==> src/rtl/dio_rd_pkg.sv <==
package dio_rd_pkg;
    localparam int BYTE_W = 8;

    typedef enum logic [2:0] {
        ST_CMD,
        ST_ADDR,
        ST_DUMMY,
        ST_DATA,
        ST_SKIP
    } dio_state_e;
endpackage

==> src/rtl/dio_sck_rise.sv <==
module dio_sck_rise (
    input  logic clk,
    input  logic rst_n,
    input  logic sck_i,
    output logic rise_o
);
    logic sck_q;

    always_ff @(posedge clk or negedge rst_n) begin
        if (!rst_n) sck_q <= 1'b0;
        else        sck_q <= sck_i;
    end

    assign rise_o = sck_i & ~sck_q;
endmodule

==> src/rtl/dio_pair_shift.sv <==
module dio_pair_shift #(
    parameter int BYTE_W = 8
) (
    input  logic              clk,
    input  logic              rst_n,
    input  logic              clr_i,
    input  logic              step_i,
    input  logic              dual_i,
    input  logic              sio0_i,
    input  logic              sio1_i,
    output logic [BYTE_W-1:0] byte_o,
    output logic              byte_done_o,
    output logic              partial_o
);
    localparam int POS_W = $clog2(BYTE_W);

    logic [BYTE_W-1:0] sh_q, sh_nxt;
    logic [POS_W-1:0]  pos_q, pos_nxt, inc;

    // The bit position wraps to zero exactly when a byte completes.
    always_comb begin
        inc     = dual_i ? POS_W'(2) : POS_W'(1);
        sh_nxt  = dual_i ? {sh_q[BYTE_W-3:0], sio1_i, sio0_i}
                         : {sh_q[BYTE_W-2:0], sio0_i};
        pos_nxt = pos_q + inc;
    end

    always_ff @(posedge clk or negedge rst_n) begin
        if (!rst_n) begin
            sh_q  <= '0;
            pos_q <= '0;
        end else if (clr_i) begin
            sh_q  <= '0;
            pos_q <= '0;
        end else if (step_i) begin
            sh_q  <= sh_nxt;
            pos_q <= pos_nxt;
        end
    end

    assign byte_o      = sh_nxt;
    assign byte_done_o = step_i && (pos_nxt == '0);
    assign partial_o   = (pos_q != '0);
endmodule

==> src/rtl/dio_dual_read.sv <==
module dio_dual_read
    import dio_rd_pkg::*;
#(
    parameter logic [7:0] CMD_CODE   = 8'hBB,
    parameter int         ADDR_BYTES = 3,
    parameter int         CNT_W      = 16,
    localparam int        ADDR_W     = 8 * ADDR_BYTES
) (
    input  logic              clk,
    input  logic              rst_n,
    input  logic              cs_n_i,
    input  logic              sck_i,
    input  logic              sio0_i,
    input  logic              sio1_i,
    output logic [ADDR_W-1:0] addr_o,
    output logic              addr_vld_o,
    output logic              dummy_o,
    output logic [7:0]        data_o,
    output logic              data_vld_o,
    output logic [CNT_W-1:0]  byte_cnt_o,
    output logic              done_o,
    output logic              frag_o
);
    localparam int AB_W = (ADDR_BYTES > 1) ? $clog2(ADDR_BYTES) : 1;

    dio_state_e        state_q, state_d;
    logic              sck_rise, step, dual;
    logic [BYTE_W-1:0] cur_byte;
    logic              byte_done, partial;
    logic [AB_W-1:0]   abyte_q;
    logic              last_abyte;

    dio_sck_rise u_rise (
        .clk    (clk),
        .rst_n  (rst_n),
        .sck_i  (sck_i),
        .rise_o (sck_rise)
    );

    assign step       = sck_rise && !cs_n_i && (state_q != ST_SKIP);
    assign dual       = (state_q == ST_ADDR) || (state_q == ST_DUMMY)
                     || (state_q == ST_DATA);
    assign last_abyte = (abyte_q == AB_W'(ADDR_BYTES - 1));

    dio_pair_shift #(.BYTE_W(BYTE_W)) u_shift (
        .clk         (clk),
        .rst_n       (rst_n),
        .clr_i       (cs_n_i),
        .step_i      (step),
        .dual_i      (dual),
        .sio0_i      (sio0_i),
        .sio1_i      (sio1_i),
        .byte_o      (cur_byte),
        .byte_done_o (byte_done),
        .partial_o   (partial)
    );

    // Next-state logic
    always_comb begin
        state_d = state_q;
        if (cs_n_i) begin
            state_d = ST_CMD;
        end else begin
            unique case (state_q)
                ST_CMD:   if (byte_done)
                              state_d = (cur_byte == CMD_CODE) ? ST_ADDR : ST_SKIP;
                ST_ADDR:  if (byte_done && last_abyte) state_d = ST_DUMMY;
                ST_DUMMY: if (byte_done) state_d = ST_DATA;
                ST_DATA:  state_d = ST_DATA;
                ST_SKIP:  state_d = ST_SKIP;
                default:  state_d = ST_CMD;
            endcase
        end
    end

    // State register
    always_ff @(posedge clk or negedge rst_n) begin
        if (!rst_n) state_q <= ST_CMD;
        else        state_q <= state_d;
    end

    // Address byte index
    always_ff @(posedge clk or negedge rst_n) begin
        if (!rst_n)
            abyte_q <= '0;
        else if (cs_n_i || state_q == ST_CMD)
            abyte_q <= '0;
        else if (state_q == ST_ADDR && byte_done)
            abyte_q <= abyte_q + AB_W'(1);
    end

    // Registered outputs
    always_ff @(posedge clk or negedge rst_n) begin
        if (!rst_n) begin
            addr_o     <= '0;
            addr_vld_o <= 1'b0;
            dummy_o    <= 1'b0;
            data_o     <= '0;
            data_vld_o <= 1'b0;
            byte_cnt_o <= '0;
            done_o     <= 1'b0;
            frag_o     <= 1'b0;
        end else begin
            addr_vld_o <= 1'b0;
            dummy_o    <= 1'b0;
            data_vld_o <= 1'b0;
            done_o     <= 1'b0;
            frag_o     <= 1'b0;
            if (cs_n_i) begin
                done_o <= (state_q == ST_DATA);
                frag_o <= partial;
            end else if (byte_done) begin
                unique case (state_q)
                    ST_CMD: begin
                        if (cur_byte == CMD_CODE) byte_cnt_o <= '0;
                    end
                    ST_ADDR: begin
                        addr_o <= ADDR_W'({addr_o, cur_byte});
                        if (last_abyte) addr_vld_o <= 1'b1;
                    end
                    ST_DUMMY: dummy_o <= 1'b1;
                    ST_DATA: begin
                        data_o     <= cur_byte;
                        data_vld_o <= 1'b1;
                        byte_cnt_o <= byte_cnt_o + CNT_W'(1);
                    end
                    ST_SKIP: ;
                    default: ;
                endcase
            end
        end
    end
endmodule

==> config.mk <==
export PLATFORM = sky130hd
export DESIGN_NAME = dio_dual_read
export DESIGN_NICKNAME = d
export VERILOG_FILES = /design/src/rtl/dio_rd_pkg.sv /design/src/rtl/dio_sck_rise.sv /design/src/rtl/dio_pair_shift.sv /design/src/rtl/dio_dual_read.sv
export SDC_FILE = /design/constraint.sdc
export NUM_CORES = 1
export LEC_CHECK = 0
export ABC_AREA = 1
export ABC_CLOCK_PERIOD_IN_PS = 2300
export BUFFER_PORTS_ARGS = -buffer_cell sky130_fd_sc_hd__buf_2
export CAP_MARGIN = 30
export CORE_UTILIZATION = 52
export CTS_BUF_LIST = sky130_fd_sc_hd__clkbuf_2
export CTS_CLUSTER_DIAMETER = 30
export DETAILED_ROUTE_END_ITERATION = 10
export PLACE_DENSITY = 0.82
export SLEW_MARGIN = 20
export SYNTH_ARGS = -nofsm -noshare
export SYNTH_HDL_FRONTEND = slang
export SYNTH_SLANG_ARGS = --single-unit
==> constraint.sdc <==
create_clock -name clk -period 2.3 [get_ports clk]
set_input_delay 0 -clock clk [delete_from_list [all_inputs] [get_ports clk]]
set_output_delay 0 -clock clk [all_outputs]
set_load 0.05 [all_outputs]
Yosys cells after proc, flatten, opt, wreduce, memory -nomap -nowiden
Index checks and enable logic that the tools add are counted.
Operators by class
  equality and inequality tests: 11
  reductions and logical operators: 19
  add/subtract/negate cells: 3
  bitwise operators: 3
  multiplexer cells: 28
Operators by type and width (count)
  16-bit one-hot mux with 2 select lines: 1
  3-bit two-way mux: 7
  16-bit by 1-bit adder with 16-bit output (second input constant): 1
  16-bit two-way mux: 1
  3-bit one-hot mux with 5 select lines: 1
  7-bit two-way mux: 2
  1-bit two-way mux: 12
  3-bit != test (second input constant): 4
  3-bit AND reduction: 3
  8-bit == test (second input constant): 1
  8-bit two-way mux: 1
  3-bit by 2-bit == test with 1-bit output (second input constant): 2
  3-bit logical NOT: 2
  2-bit two-way mux: 3
  2-bit nonzero test: 3
  1-bit logical AND: 5
  4-bit AND reduction: 1
  3-bit adder: 1
  3-bit by 1-bit == test with 1-bit output (second input constant): 1
  3-bit == test (second input constant): 1
  1-bit logical OR: 3
  3-bit nonzero test: 1
  2-bit by 1-bit adder with 2-bit output (second input constant): 1
  2-bit == test (second input constant): 1
  4 further kinds: 5
Storage, ports and cells
  flip-flop bits (word level): 69
  word-level logic and storage cells: 77

Logic depth before layout (Yosys ltp)
  depth in word-level cells: 11
  depth in mapped cells: 16
  gate-level depth less buffers: 15

Modules after synthesis
From an unflattened synthesis, not the netlist that was laid out.
Second synthesis, totals
  cells, all modules: 422
  area, all modules: 3338.2 µm²
By module, submodules not included
  dio_dual_read: seq. area each 1451.4 µm², area each 2731.4 µm², times used 1, cells each 338
  dio_pair_shift: seq. area each 250.2 µm², area each 571.8 µm², times used 1, cells each 81
  dio_sck_rise: seq. area each 25.0 µm², area each 35.0 µm², times used 1, cells each 3

Worst setup path before layout
Ideal clock, no wire load.
  kind: register to register
  from: reg state_q[2]
  to: reg addr_o[14]
  data required time: 2.181 ns
  path slack: -0.009 ns
  arrival time: 2.189 ns
  clock period less this slack: 2.309 ns
  stages on the path, launching flop included: 16
  path through: dfrtp_1 -> buf_4 -> inv_2 -> o21ai_2 -> nand2_1 -> inv_1 -> fa_1 -> inv_1 -> nand3_1 -> nor2_2 -> nand2_4 -> nor2_4 -> inv_2 -> buf_2 -> nand2_1 -> nand2_1
On the way
  word-level cells in the longest chain between the ends: 8
  elaborated cells between the ends (all ways): 12
  those cells by class: add/sub (1); eq/ne (4); mux (1); reduce/logical (6)
RTL lines
  start: declaration: RTL line dio_dual_read.sv:26  | dio_state_e state_q, state_d;
  start signal: assignment: RTL line dio_dual_read.sv:79  | else state_q <= state_d;
  3-bit by 1-bit == test with 1-bit output or 3-bit by 2-bit == test with 1-bit output (tied branches): RTL line dio_dual_read.sv:41, dio_dual_read.sv:113
  1-bit logical OR: RTL line dio_dual_read.sv:41  | assign dual = (state_q == ST_ADDR) || (state_q == ST_DUMMY)
  1-bit logical OR: RTL line dio_dual_read.sv:42  | || (state_q == ST_DATA);
  2-bit two-way mux: RTL line dio_pair_shift.sv:22  | inc = dual_i ? POS_W'(2) : POS_W'(1);
  3-bit adder: RTL line dio_pair_shift.sv:25  | pos_nxt = pos_q + inc;
  3-bit logical NOT: RTL line dio_pair_shift.sv:42  | assign byte_done_o = step_i && (pos_nxt == '0);
  1-bit logical AND: RTL line dio_pair_shift.sv:42
  3-bit AND reduction (no line) *
  end signal: assignment: RTL line dio_dual_read.sv:118  | addr_o <= ADDR_W'({addr_o, cur_byte});
  end: declaration: RTL line dio_dual_read.sv:15  | output logic [ADDR_W-1:0] addr_o,
Every way passes the cells marked *; elsewhere a longest branch is shown, timed or not.
A chain may end at the register's enable or synchronous reset.

Final worst setup path
  from: reg state_q[1]
  to: reg addr_o[12]
The elaborated chain is that of the path after synthesis.

==> impl_metrics.ini <==
[placed_design]
routabilityCongestion = 0.861
dp_hpwl_um = 5540
io_buffers = 58
pre_cts_slack_ps = 26.8

[sta]
slew_viol_final = 0
finalHoldViolCount = 0
timing.fmax_mhz = 430
setup_ws_ps = -25.6
period_needed_ps = 2330
setup-violations-final = 4
holdWs_ps = 31.7
slew_headroom = 0.491
worstMarginPinSlew_ps = 763
rsz0062_at_grt = true
clock_skew_ps = 14.2
finalCritPeriodShare = 1.01

[pwr]
powerDensity_nw_per_um2 = 504
leakagePower_nw = 2.29
seqPwrFrac = 0.569
comb_power_share = 0.086
clock_power_share = 0.345
power_mw = 2.18
p_sw_mw = 0.626
ir_drop_v = 0.000323
sw_frac_of_total = 0.288
p_int_mw = 1.55

[yosys]
synth_seq_cells = 69
synth_area_leader_cell = dfrtp_1
synth_area_leaders = dfrtp_1 51%, nand2_1 18%, nor2_1 4.5%
synthesis.nets = 427
yosysWarnings = 0
synth.avg_cell_area_um2 = 8.04
synth_flop_cell = dfrtp_1
ys_seq_area_frac = 0.514
async_flop_share = 1.00
synth_edf_count = 0
yosysUniqueCellTypes = 34
yosysTopAreaCellShare = 0.514
netlist_area_um2 = 3360
netlist_instances = 418

[cells_and_area]
syn_to_final_growth_pct = 28.5
layout_common_cells = 130 x nand2_1, 68 x dfrtp_1, 58 x buf_2, 39 x nor2_1, 28 x inv_1
finalNetCount = 517
nFillCells = 448
diodes = 0
drive_gt1_frac = 0.304
final_common_cell = nand2_1

[hold_path]
hold_path.class = in2async

[route]
routed_wl_um = 9020
dr.pass1.iters = 5
drc_errors = 0
ant_nets = 0
vias_per_cell = 5.56
wire_per_inst_um = 15.3
num_vias = 3269
drt_iter0_drc = 294

[die]
core_area_um2 = 6060
start_util = 0.555
ios = 59
die_area_um2 = 6790
die_w_um = 82.4
num_rows = 28
die_h_um = 82.4

[worst_setup_path]
crit_path_end_kind = flip-flop
cp.required_ps = 2790
worst_ep_arrival_time_ps = 2820
start_kind = flip-flop
worst-setup-path-type = reg2reg
cp_max_fo = 8

[run]
cap_violations = 0

[global_routing]
antenna_found_initial = 0
grt_pass1_wl_um = 13000
grt_usage = 0.259
grt-ovfl-total = 0
grt_max_degree = 36
grt_pass1_vias = 2836

[cts]
ctsLongestPathBuffers = 2
tritoncts = built
clock_latency_ps = 530
path_clk_slew_ps = 210
cts_buffers = 9
cts_sinks = 69
cts_max_level = 3
root_buffer = clkbuf_2

[run_status]
violations = negative setup slack
status = complete, but fails checks
==> registers in the layout, summed over array words and instances, names as in the netlist <==
signal / flops
addr_o: 24
byte_cnt_o: 16
data_o: 8
u_shift.sh_q: 7
state_q: 3
u_shift.pos_q: 3
abyte_q: 2
addr_vld_o: 1
data_vld_o: 1
done_o: 1
dummy_o: 1
frag_o: 1
u_rise.sck_q: 1
==> logic make-up (layout without fill, tap and decap cells) <==
group	count (synthesis)	after routing	synth area share
XOR/XNOR	8	8	0.0208
flip-flops	69	69	0.514
adder cells (fa/ha/maj)	3	3	0.0134
AND/OR/NAND/NOR	254	255	0.328
AO/OA/AOI/OAI	37	37	0.0614
buffers and inverters	47	141	0.0633
==> cells in the mapped netlist, drive strengths merged, types with 2 or more instances <==
cell type / count
nand2: 163
dfrtp: 69
nor2: 44
inv: 34
nand3: 24
o21ai: 23
nand4: 18
buf: 11
o22ai: 7
xor2: 5
a21oi: 3
o21bai: 3
xnor2: 3
ha: 2
nor3: 2
==> power by group through the flow <==
| stage | Sequential (mW) | Combinational, mW | Clock (mW) |
|---|---|---|---|
| after floorplan | 1.27 | 0.0759 | 0 |
| after global placement | 1.26 | 0.152 | 0 |
| after detailed placement | 1.26 | 0.154 | 0 |
| after CTS | 1.24 | 0.180 | 0.754 |
| after global routing | 1.24 | 0.209 | 0.797 |
| final | 1.24 | 0.188 | 0.751 |
==> repair_timing <==
item	4_1_cts	5_1_grt
gates cloned	2	6
resized for setup	11	64
hold endpoints to repair	55	0
hold buffers	5	0
pin swaps	9	29
buffers inserted	9	2
setup endpoints to repair	2	51
==> per-stage QoR <==
step           setup TNS [ps]  cells  cell area [µm²]  utilization
2_1_floorplan               0    418             3370            -
3_3_place_gp                0    549             3740        0.617
3_5_place_dp                0    549             3740        0.617
4_1_cts                 -3.88    581             4020        0.663
5_1_grt                 -6200    588             4320        0.713
6_report                -47.1    588             4320        0.713
==> worst max-delay path: stages (launching register included) <==
cell       delay (ps)
dfrtp_2           490
o21ai_2           160
nand2_1            90
inv_2              60
fa_1              420
inv_2              70
nand3_2            70
nor2_4            150
nand2_8            90
nor2_4            160
buf_12            200
clkbuf_16         190
nand2_2            50
nand2_1            70
==> area by class of cell <==
class	instances	area (µm²)	area share
sequential	69	1730	0.400
multi-input combinational	303	1600	0.369
timing repair buffer	85	573	0.133
inverter	35	161	0.0374
tap	75	93.8	0.0217
clock inverter	6	70.1	0.0162
clock buffer	10	50.0	0.0116
timing repair inverter	5	48.8	0.0113
==> worst paths after layout <==
| check | from | end | slack, ps | cells past startpoint |
|---|---|---|---|---|
| worst max-delay path | state_q[1] | addr_o[12] | -30 | 13 |
| worst min-delay path | rst_n | u_shift.sh_q[4] | 30 | 2 |
| worst max register to register | state_q[1] | addr_o[12] | -30 | 13 |
| worst min register to register | addr_o[17] | addr_o[17] | 510 | 2 |
| max in group asynchronous | rst_n | state_q[1] | 1500 | 3 |
| min in group clk | sck_i | u_rise.sck_q | 120 | 2 |
==> layer usage <==
| metal | GRT usage | vias up | wire length (µm) |
|---|---|---|---|
| li1 | - | 1527 | - |
| met5 | 0 | - | 0 |
| met2 | 0.425 | 167 | 4560 |
| met4 | 0.109 | 0 | 186 |
| met1 | 0.341 | 1549 | 3730 |
| met3 | 0.0407 | 26 | 534 |
Note: power is estimated with default switching activity, not from simulation.
